==> src/rtl/mime_bound_pkg.sv <==
package mime_bound_pkg;

    // Number of coarse resolutions evaluated in parallel
    localparam int NUM_RES = 2;

    // Block sequencer state
    typedef enum logic {
        SEQ_IDLE = 1'b0,
        SEQ_RUN  = 1'b1
    } seq_state_e;

    // Sequencer outputs toward the datapath
    typedef struct packed {
        logic clr;
        logic accept;
    } seq_ctl_t;

    // Width needed to hold the sum of n values each at most (2^pw - 1)
    function automatic int sum_width(input int n, input int pw);
        longint unsigned top;
        int w;
        top = longint'(n) * ((longint'(1) << pw) - 1);
        w = 1;
        while ((longint'(1) << w) <= top) w++;
        return w;
    endfunction

endpackage

==> src/rtl/mime_pixel_bound.sv <==
module mime_pixel_bound #(
    parameter int PIX_W = 8,
    parameter int RES_B = 2
) (
    input  logic [PIX_W-1:0] ref_pix,
    input  logic [PIX_W-1:0] cand_pix,
    output logic [PIX_W-1:0] lo_bound,
    output logic [PIX_W-1:0] hi_bound
);
    // Bits dropped by truncation; quantum is 2^SH
    localparam int SH = PIX_W - RES_B;

    logic [RES_B-1:0] coarse_r, coarse_c, kdist, kdist_m1;
    logic [PIX_W-1:0] km1_wide;

    always_comb begin
        coarse_r = ref_pix[PIX_W-1 -: RES_B];
        coarse_c = cand_pix[PIX_W-1 -: RES_B];
        kdist    = (coarse_r >= coarse_c) ? (coarse_r - coarse_c) : (coarse_c - coarse_r);
        kdist_m1 = kdist - RES_B'(1);
        km1_wide = {{SH{1'b0}}, kdist_m1};

        // Largest true distance: k*d + (d-1)
        hi_bound = {kdist, {SH{1'b1}}};

        // Smallest true distance: (k-1)*d + 1, or 0 when classes match
        if (kdist == '0)
            lo_bound = '0;
        else
            lo_bound = (km1_wide << SH) | PIX_W'(1);
    end

endmodule

==> src/rtl/mime_bound_acc.sv <==
module mime_bound_acc #(
    parameter int IN_W  = 8,
    parameter int ACC_W = 14
) (
    input  logic             clk,
    input  logic             rst,
    input  logic             clr,
    input  logic             en,
    input  logic [IN_W-1:0]  lo_in,
    input  logic [IN_W-1:0]  hi_in,
    output logic [ACC_W-1:0] lo_sum,
    output logic [ACC_W-1:0] hi_sum
);

    always_ff @(posedge clk) begin
        if (rst || clr) begin
            lo_sum <= '0;
            hi_sum <= '0;
        end else if (en) begin
            lo_sum <= lo_sum + ACC_W'(lo_in);
            hi_sum <= hi_sum + ACC_W'(hi_in);
        end
    end

endmodule

==> src/rtl/mime_block_seq.sv <==
module mime_block_seq
    import mime_bound_pkg::*;
#(
    parameter int BLK_PIX = 64
) (
    input  logic     clk,
    input  logic     rst,
    input  logic     start,
    input  logic     in_valid,
    output seq_ctl_t ctl,
    output logic     done
);
    localparam int CNT_W = (BLK_PIX > 1) ? $clog2(BLK_PIX) : 1;
    localparam logic [CNT_W-1:0] LAST = CNT_W'(BLK_PIX - 1);

    seq_state_e       state;
    logic [CNT_W-1:0] beat;

    // A start always takes precedence over a pair offered in the same cycle
    always_comb begin
        ctl.clr    = start;
        ctl.accept = (state == SEQ_RUN) && in_valid && !start;
    end

    always_ff @(posedge clk) begin
        if (rst) begin
            state <= SEQ_IDLE;
            beat  <= '0;
            done  <= 1'b0;
        end else begin
            done <= 1'b0;
            if (start) begin
                state <= SEQ_RUN;
                beat  <= '0;
            end else if (ctl.accept) begin
                if (beat == LAST) begin
                    state <= SEQ_IDLE;
                    beat  <= '0;
                    done  <= 1'b1;
                end else begin
                    beat <= beat + CNT_W'(1);
                end
            end
        end
    end

endmodule

==> src/rtl/mime_interval_bounder.sv <==
module mime_interval_bounder
    import mime_bound_pkg::*;
#(
    parameter  int PIX_W   = 8,
    parameter  int BLK_PIX = 64,
    parameter  int LO_BITS = 2,
    parameter  int HI_BITS = 4,
    localparam int ACC_W   = sum_width(BLK_PIX, PIX_W)
) (
    input  logic             clk,
    input  logic             rst,
    input  logic             start,
    input  logic             in_valid,
    input  logic [PIX_W-1:0] ref_pix,
    input  logic [PIX_W-1:0] cand_pix,
    output logic             done,
    output logic [ACC_W-1:0] sad_lo_ub,
    output logic [ACC_W-1:0] sad_lo_lb,
    output logic [ACC_W-1:0] sad_hi_ub,
    output logic [ACC_W-1:0] sad_hi_lb
);

    seq_ctl_t         ctl;
    logic [PIX_W-1:0] pix_lb [NUM_RES];
    logic [PIX_W-1:0] pix_ub [NUM_RES];
    logic [ACC_W-1:0] acc_lb [NUM_RES];
    logic [ACC_W-1:0] acc_ub [NUM_RES];

    mime_block_seq #(
        .BLK_PIX (BLK_PIX)
    ) u_seq (
        .clk      (clk),
        .rst      (rst),
        .start    (start),
        .in_valid (in_valid),
        .ctl      (ctl),
        .done     (done)
    );

    // One bound cell and one accumulator pair per resolution, same pixel stream
    for (genvar gi = 0; gi < NUM_RES; gi++) begin : g_res
        localparam int RB = (gi == 0) ? LO_BITS : HI_BITS;

        mime_pixel_bound #(
            .PIX_W (PIX_W),
            .RES_B (RB)
        ) u_cell (
            .ref_pix  (ref_pix),
            .cand_pix (cand_pix),
            .lo_bound (pix_lb[gi]),
            .hi_bound (pix_ub[gi])
        );

        mime_bound_acc #(
            .IN_W  (PIX_W),
            .ACC_W (ACC_W)
        ) u_acc (
            .clk    (clk),
            .rst    (rst),
            .clr    (ctl.clr),
            .en     (ctl.accept),
            .lo_in  (pix_lb[gi]),
            .hi_in  (pix_ub[gi]),
            .lo_sum (acc_lb[gi]),
            .hi_sum (acc_ub[gi])
        );
    end

    assign sad_lo_lb = acc_lb[0];
    assign sad_lo_ub = acc_ub[0];
    assign sad_hi_lb = acc_lb[1];
    assign sad_hi_ub = acc_ub[1];

endmodule

==> config.mk <==
export PLATFORM = sky130hd
export DESIGN_NAME = mime_interval_bounder
export DESIGN_NICKNAME = d
export VERILOG_FILES = /design/src/rtl/mime_bound_pkg.sv /design/src/rtl/mime_pixel_bound.sv /design/src/rtl/mime_bound_acc.sv /design/src/rtl/mime_block_seq.sv /design/src/rtl/mime_interval_bounder.sv
export SDC_FILE = /design/constraint.sdc
export NUM_CORES = 1
export LEC_CHECK = 0
export ABC_AREA = 1
export BUFFER_PORTS_ARGS = -buffer_cell sky130_fd_sc_hd__buf_2
export CAP_MARGIN = 15
export CELL_PAD_IN_SITES_DETAIL_PLACEMENT = 1
export CELL_PAD_IN_SITES_GLOBAL_PLACEMENT = 1
export CORE_ASPECT_RATIO = 0.75
export CORE_UTILIZATION = 37
export CTS_CLUSTER_SIZE = 12
export DETAILED_ROUTE_END_ITERATION = 8
export GPL_TIMING_DRIVEN = 0
export PLACE_DENSITY = 0.87
export SETUP_SLACK_MARGIN = 0.15
export SLEW_MARGIN = 10
export SYNTH_ARGS = -nofsm -noshare
export SYNTH_HDL_FRONTEND = slang
export SYNTH_HIERARCHICAL = 1
export SYNTH_SLANG_ARGS = --single-unit
==> constraint.sdc <==
create_clock -name clk -period 2.4 [get_ports clk]
set_input_delay 0.12 -clock clk [delete_from_list [all_inputs] [get_ports clk]]
set_output_delay 0.12 -clock clk [all_outputs]
set_load 0.02 [all_outputs]
# After elaboration in Yosys (flattened, before gate mapping)
# Cells that the tools add are included.
op_classes:
  n_addsub: 11
  multipliers: 0
  div: 0
  n_lt_le_gt_ge: 2
  eq_ne: 1
  shifts: 0
  muxes: 9
  bitwise_logic: 1
  n_reduce_logical: 11
ops:
  columns: ["cell", "n"]
  rows:
  - ["$add A14 B8 Y14", 4]
  - ["$mux W8", 2]
  - ["$sub A4 B4 Y4", 2]
  - ["$add A6 B1 Y6 const B", 1]
  - ["$eq A6 B6 Y1 const B", 1]
  - ["$mux W6", 1]
  - ["$ge A4 B4 Y1", 1]
  - ["$logic_not A4 Y1", 1]
  - ["$mux W1", 4]
  - ["$mux W4", 1]
  - ["$reduce_bool A2 Y1", 2]
  - ["$sub A2 B2 Y2", 2]
  - ["$sub A4 B1 Y4 const B", 1]
  - ["$reduce_or A3 Y1", 1]
  - ["$ge A2 B2 Y1", 1]
  - ["$logic_and A1 B1 Y1", 2]
  - ["$logic_not A2 Y1", 1]
  - ["$mux W2", 1]
  - ["$reduce_and A2 Y1", 1]
  - ["$reduce_or A2 Y1", 1]
  - ["$sub A2 B1 Y2 const B", 1]
  - ["$logic_not A1 Y1", 1]
  - ["$logic_or A1 B1 Y1", 1]
  - ["$not A1 Y1", 1]
word_totals:
  regBits: 64
  latch_bits: 0
  mem_bits_rw: 0
  romBits: 0
  input_bits: 20
  output_inout_bits: 57
  word_cells: 42
  n_memories: 0

# Logic depth before layout (Yosys ltp)
depth:
  word_depth: 5
  mapped_depth: 24

# Modules after synthesis
# Netlist, hierarchy kept.
by_module_without_submodules:
  columns: ["module", "n_inst", "cells_per_inst", "area_each_um2", "seq_area_each_um2"]
  rows:
  - ["mime_bound_acc (g_res[0].u_acc)", 1, 316, 2055.7, 560.5]
  - ["mime_bound_acc (g_res[1].u_acc)", 1, 317, 2055.7, 560.5]
  - ["mime_pixel_bound (g_res[1].u_cell)", 1, 75, 462.9, 0.0]
  - ["mime_block_seq", 1, 62, 416.6, 160.2]
  - ["mime_pixel_bound (g_res[0].u_cell)", 1, 37, 229.0, 0.0]

# Worst setup path after synthesis
# OpenSTA, ideal clock, no wires.
synth_timing:
  path_kind: "input port to flip-flop"
  from: "in ref_pix[4]"
  to: "reg g_res[1].u_acc.lo_sum[10]"
  arrival_time_ps: 2416
  t_required_ps: 2285
  slack_ps: -132
  cell_stages: 19
  path_cell_list: "inv_1 > ha_1 > fa_1 > nand2_1 > nand2_2 > nand2_2 > nand2_1 > o21ai_2 > nor2_2 > nand2_1 > ha_1 > inv_1 > fa_1 > o21ai_2 > nand2_1 > nand2_1 > nand3_1 > nand2_1 > nor2_1"
synth_rtl:
  columns: ["element", "line_no", "source"]
  rows:
  - ["start, declared", "mime_interval_bounder.sv:14", "input logic [PIX_W-1:0] ref_pix,"]
  - ["end signal, assigned", "mime_bound_acc.sv:20", "lo_sum <= lo_sum + ACC_W'(lo_in);"]
  - ["end, declared", "mime_bound_acc.sv:11", "output logic [ACC_W-1:0] lo_sum,"]

==> results.py <==
metrics = {
    "status": {
        "outcome": "finished, violations left",
        "violations": "design-rule violations",
    },
    "sta": {
        "setup_viol": 0,
        "tns_ns": 0,
        "rsz0062_at_grt": "yes",
        "whs_ns": 0.0168,
        "slew_violations": 0,
        "worst_slew_pin_slew_ns": 0.624,
        "finalHoldViolCount": 0,
        "setup_ws_ns": 0.0603,
        "finalCriticalPeriod_ns": 2.34,
        "fmax_mhz": 427,
        "slew_headroom_pct": 58.3,
        "period_share_pct": 97.5,
        "skew_ns": 0.00441,
    },
    "synth": {
        "synth_top_family_by_area": "simple AND/OR/NAND/NOR gates",
        "synth-compound-area-share_pct": 9.20,
        "synth-xor-area-share_pct": 1.68,
        "synthesis.area_mm2": 0.00522,
        "synth.avg_cell_area_um2": 6.47,
        "async_flop_share_pct": 0,
        "muxShareOfSynthArea_pct": 0,
        "ys_types": 39,
        "syn_inst": 807,
        "yosys_register_bits": 64,
        "yosysSeqAreaShare_pct": 24.5,
        "ys.flop_type": "dfxtp_1",
        "synthAdderAreaFrac_pct": 13.0,
        "synth-edff-count": 0,
        "synthSimpleGateAreaFrac_pct": 37.7,
        "ys_warn_count": 6,
    },
    "final_layout": {
        "final_cell_mix": "nand2_1 (186), inv_1 (114), nor2_1 (102)",
        "final_nets": 983,
        "drive_gt1_share_pct": 27.8,
        "syn_to_final_growth_pct": 29.2,
        "n_antenna_cell": 0,
        "finalInstanceArea_mm2": 0.00675,
        "final_common_cell": "nand2_1",
    },
    "route": {
        "vias_per_cell": 5.01,
        "drtAntennaViolNets": 0,
        "firstDrtPassIters": 9,
        "drtIter0Drc": 274,
        "vias": 5481,
        "wl_um": 17900,
        "wl_per_cell_um": 16.3,
        "drc": 1,
    },
    "worst_hold_path": {
        "hold_path_depth": 2,
        "worst_hold_path_type": "input pin to flop",
        "hold_end": "u_seq/done$_SDFF_PP0_",
        "hp-start": "rst",
    },
    "place": {
        "dp.final_hpwl_um": 11500,
        "io_buffers": 68,
        "routabilityCongestion": 0.799,
        "pre_cts_ws_ns": -0.410,
        "placed_area_mm2": 0.00592,
    },
    "critical_path": {
        "cp.arrival_ns": 2.59,
        "critPathLaunchType": "input pin",
        "max_stage_delay_ns": 0.38,
        "crit_type": "input pin to flop",
        "cp_top_family": "adder cells",
        "endpoint_kind": "flop",
        "crit_chain": "buf_12, inv_12, ha_4, fa_2, xnor2_1, nand2_4, o21ai_4, nor2_4, nand2_4, ha_4, inv_2, fa_2, o21ai_4, nand2_1, nand3_1, nand3_1, nand2_1, inv_1",
        "r2r_cells": 9,
        "crit_required_ns": 2.65,
        "critPathBufInv": 4,
        "path_max_fanout": 4,
        "r2r-start": "g_res[1].u_acc/hi_sum[0]$_SDFFE_PP0P_",
        "r2r_end": "g_res[1].u_acc/hi_sum[12]$_SDFFE_PP0P_",
        "reg2reg_slack_ns": 0.47,
        "crit_slowest_cell": "fa_2",
    },
    "floorplanning": {
        "core_mm2": 0.0137,
        "die_w_um": 139,
        "die-area_mm2": 0.0146,
        "num_rows": 37,
        "pin_count": 77,
        "fp.dieH_um": 105,
        "initial_core_util_pct": 38.0,
    },
    "global_routing": {
        "grt_overflow": 0,
        "antenna_found_initial": 0,
        "grt_pass1_vias": 5334,
        "grt_usage_pct": 22.5,
        "grt_pass1_wl_um": 26200,
        "grt_max_degree": 12,
    },
    "clock_network": {
        "clock_latency_ns": 0.34,
        "tritoncts": "built",
        "clk_pin_slew_worst_paths_ns": 0.06,
        "h-tree-depth": 3,
        "cts_buffers": 9,
        "cts_root_buf": "clkbuf_16",
        "clock_path_buffers": 2,
        "numClockSinks": 64,
    },
    "power": {
        "finalPower_mw": 3.32,
        "switching_share_pct": 32.3,
        "powerDensity_mw_per_mm2": 492,
        "p_clk_share_pct": 40.8,
        "ir_drop_mv": 0.330,
        "combinationalPowerShare_pct": 26.5,
        "power_frac_seq_pct": 32.8,
        "internal-power_mw": 2.24,
        "p_sw_mw": 1.07,
        "p_leak_nw": 3.41,
    },
    "job": {
        "drv_cap": 0,
    },
}
metrics by stage:
stage,instances,utilization (%)
6_report,1093,49.1
2_1_floorplan,821,-
5_1_grt,1093,49.1
4_1_cts,1084,46.3
3_5_place_dp,1064,43.0
3_3_place_gp,1064,43.0
worst max path at each step:
stage / from / endpoint / depth (start not counted)
after floorplan: ref_pix[4] / g_res[1].u_acc/lo_sum[10]$_SDFFE_PP0P_ / 19
after global placement: ref_pix[4] / g_res[1].u_acc/lo_sum[10]$_SDFFE_PP0P_ / 20
after detailed placement: ref_pix[4] / g_res[1].u_acc/lo_sum[10]$_SDFFE_PP0P_ / 20
after CTS: ref_pix[4] / g_res[1].u_acc/lo_sum[4]$_SDFFE_PP0P_ / 16
after global routing: ref_pix[5] / g_res[1].u_acc/lo_sum[7]$_SDFFE_PP0P_ / 21
final: ref_pix[4] / g_res[1].u_acc/lo_sum[6]$_SDFFE_PP0P_ / 18
power by group through the flow:
stage          Combinational, mW  Sequential [mW]  Clock (mW)
4_1_cts                    0.685             1.09        1.38
6_report                   0.878             1.09        1.35
5_1_grt                    0.956             1.09        1.42
3_3_place_gp               0.608             1.11           0
3_5_place_dp               0.629             1.11           0
2_1_floorplan              0.467             1.12           0
synthesized netlist by cell type (2+ instances only):
master	count	area (um2)
a21oi_2	3	26.3
nor3_1	2	10.0
inv_2	5	18.8
o21ai_4	2	32.5
xor2_1	3	26.3
nor2_2	8	50.1
dfxtp_1	64	1280
xnor2_1	7	61.3
a21oi_1	49	245
nor4_2	6	75.1
nand3_1	73	365
buf_2	6	30.0
o21ai_1	2	10.0
a21boi_0	2	15.0
o21ai_0	13	65.1
nand3b_4	2	40.0
nand3_2	8	80.1
or2_1	4	25.0
nor2_1	107	402
ha_1	43	538
buf_4	21	158
o211ai_1	2	15.0
o21a_1	2	15.0
nand2_1	208	781
or2_2	2	12.5
and2_1	2	12.5
buf_6	3	33.8
nand3b_1	2	15.0
nand2_2	8	50.1
a21o_1	4	30.0
o21ai_2	3	26.3
clkbuf_1	2	7.51
inv_1	123	462
nand2_4	2	22.5
fa_1	7	140
conb_1	4	15.0
what timing repair did:
action	in CTS	in global routing
resized for setup	27	72
gates cloned	0	0
pin swaps	21	40
setup buffers	4	9
setup endpoints to repair	12	21
hold buffers	0	0
metal layers:
| metal | vias to the layer above | GRT usage (%) | part of all wire [%] |
|---|---|---|---|
| met1 | 2606 | 29.7 | 45 |
| met4 | 0 | 4.52 | 3.0 |
| met3 | 40 | 5.82 | 4.6 |
| met5 | - | 0 | 0 |
| li1 | 2708 | - | - |
| met2 | 127 | 37.0 | 47 |
sequential cells by signal, indices dropped and copies added, names as in the netlist:
register / cells
g_res.u_acc/hi_sum: 28
g_res.u_acc/lo_sum: 28
u_seq/beat: 6
u_seq/done: 1
u_seq/state: 1
layout make-up:
class	count	area, um2
buffer	32	229
clock buffer	11	243
clock inverter	5	56.3
fill	1802	7000
inverter	128	495
multi-input combinational	597	3750
sequential	64	1280
tap	175	219
timing repair buffer	81	473
cell families after synthesis:
family                   count (synthesis)
AO/OA/AOI/OAI                           82
XOR/XNOR                                10
adder cells (fa/ha/maj)                 50
buffers and inverters                  160
flip-flops                              64
other                                    4
AND/OR/NAND/NOR                        437
(Power assumes the default switching activity.)
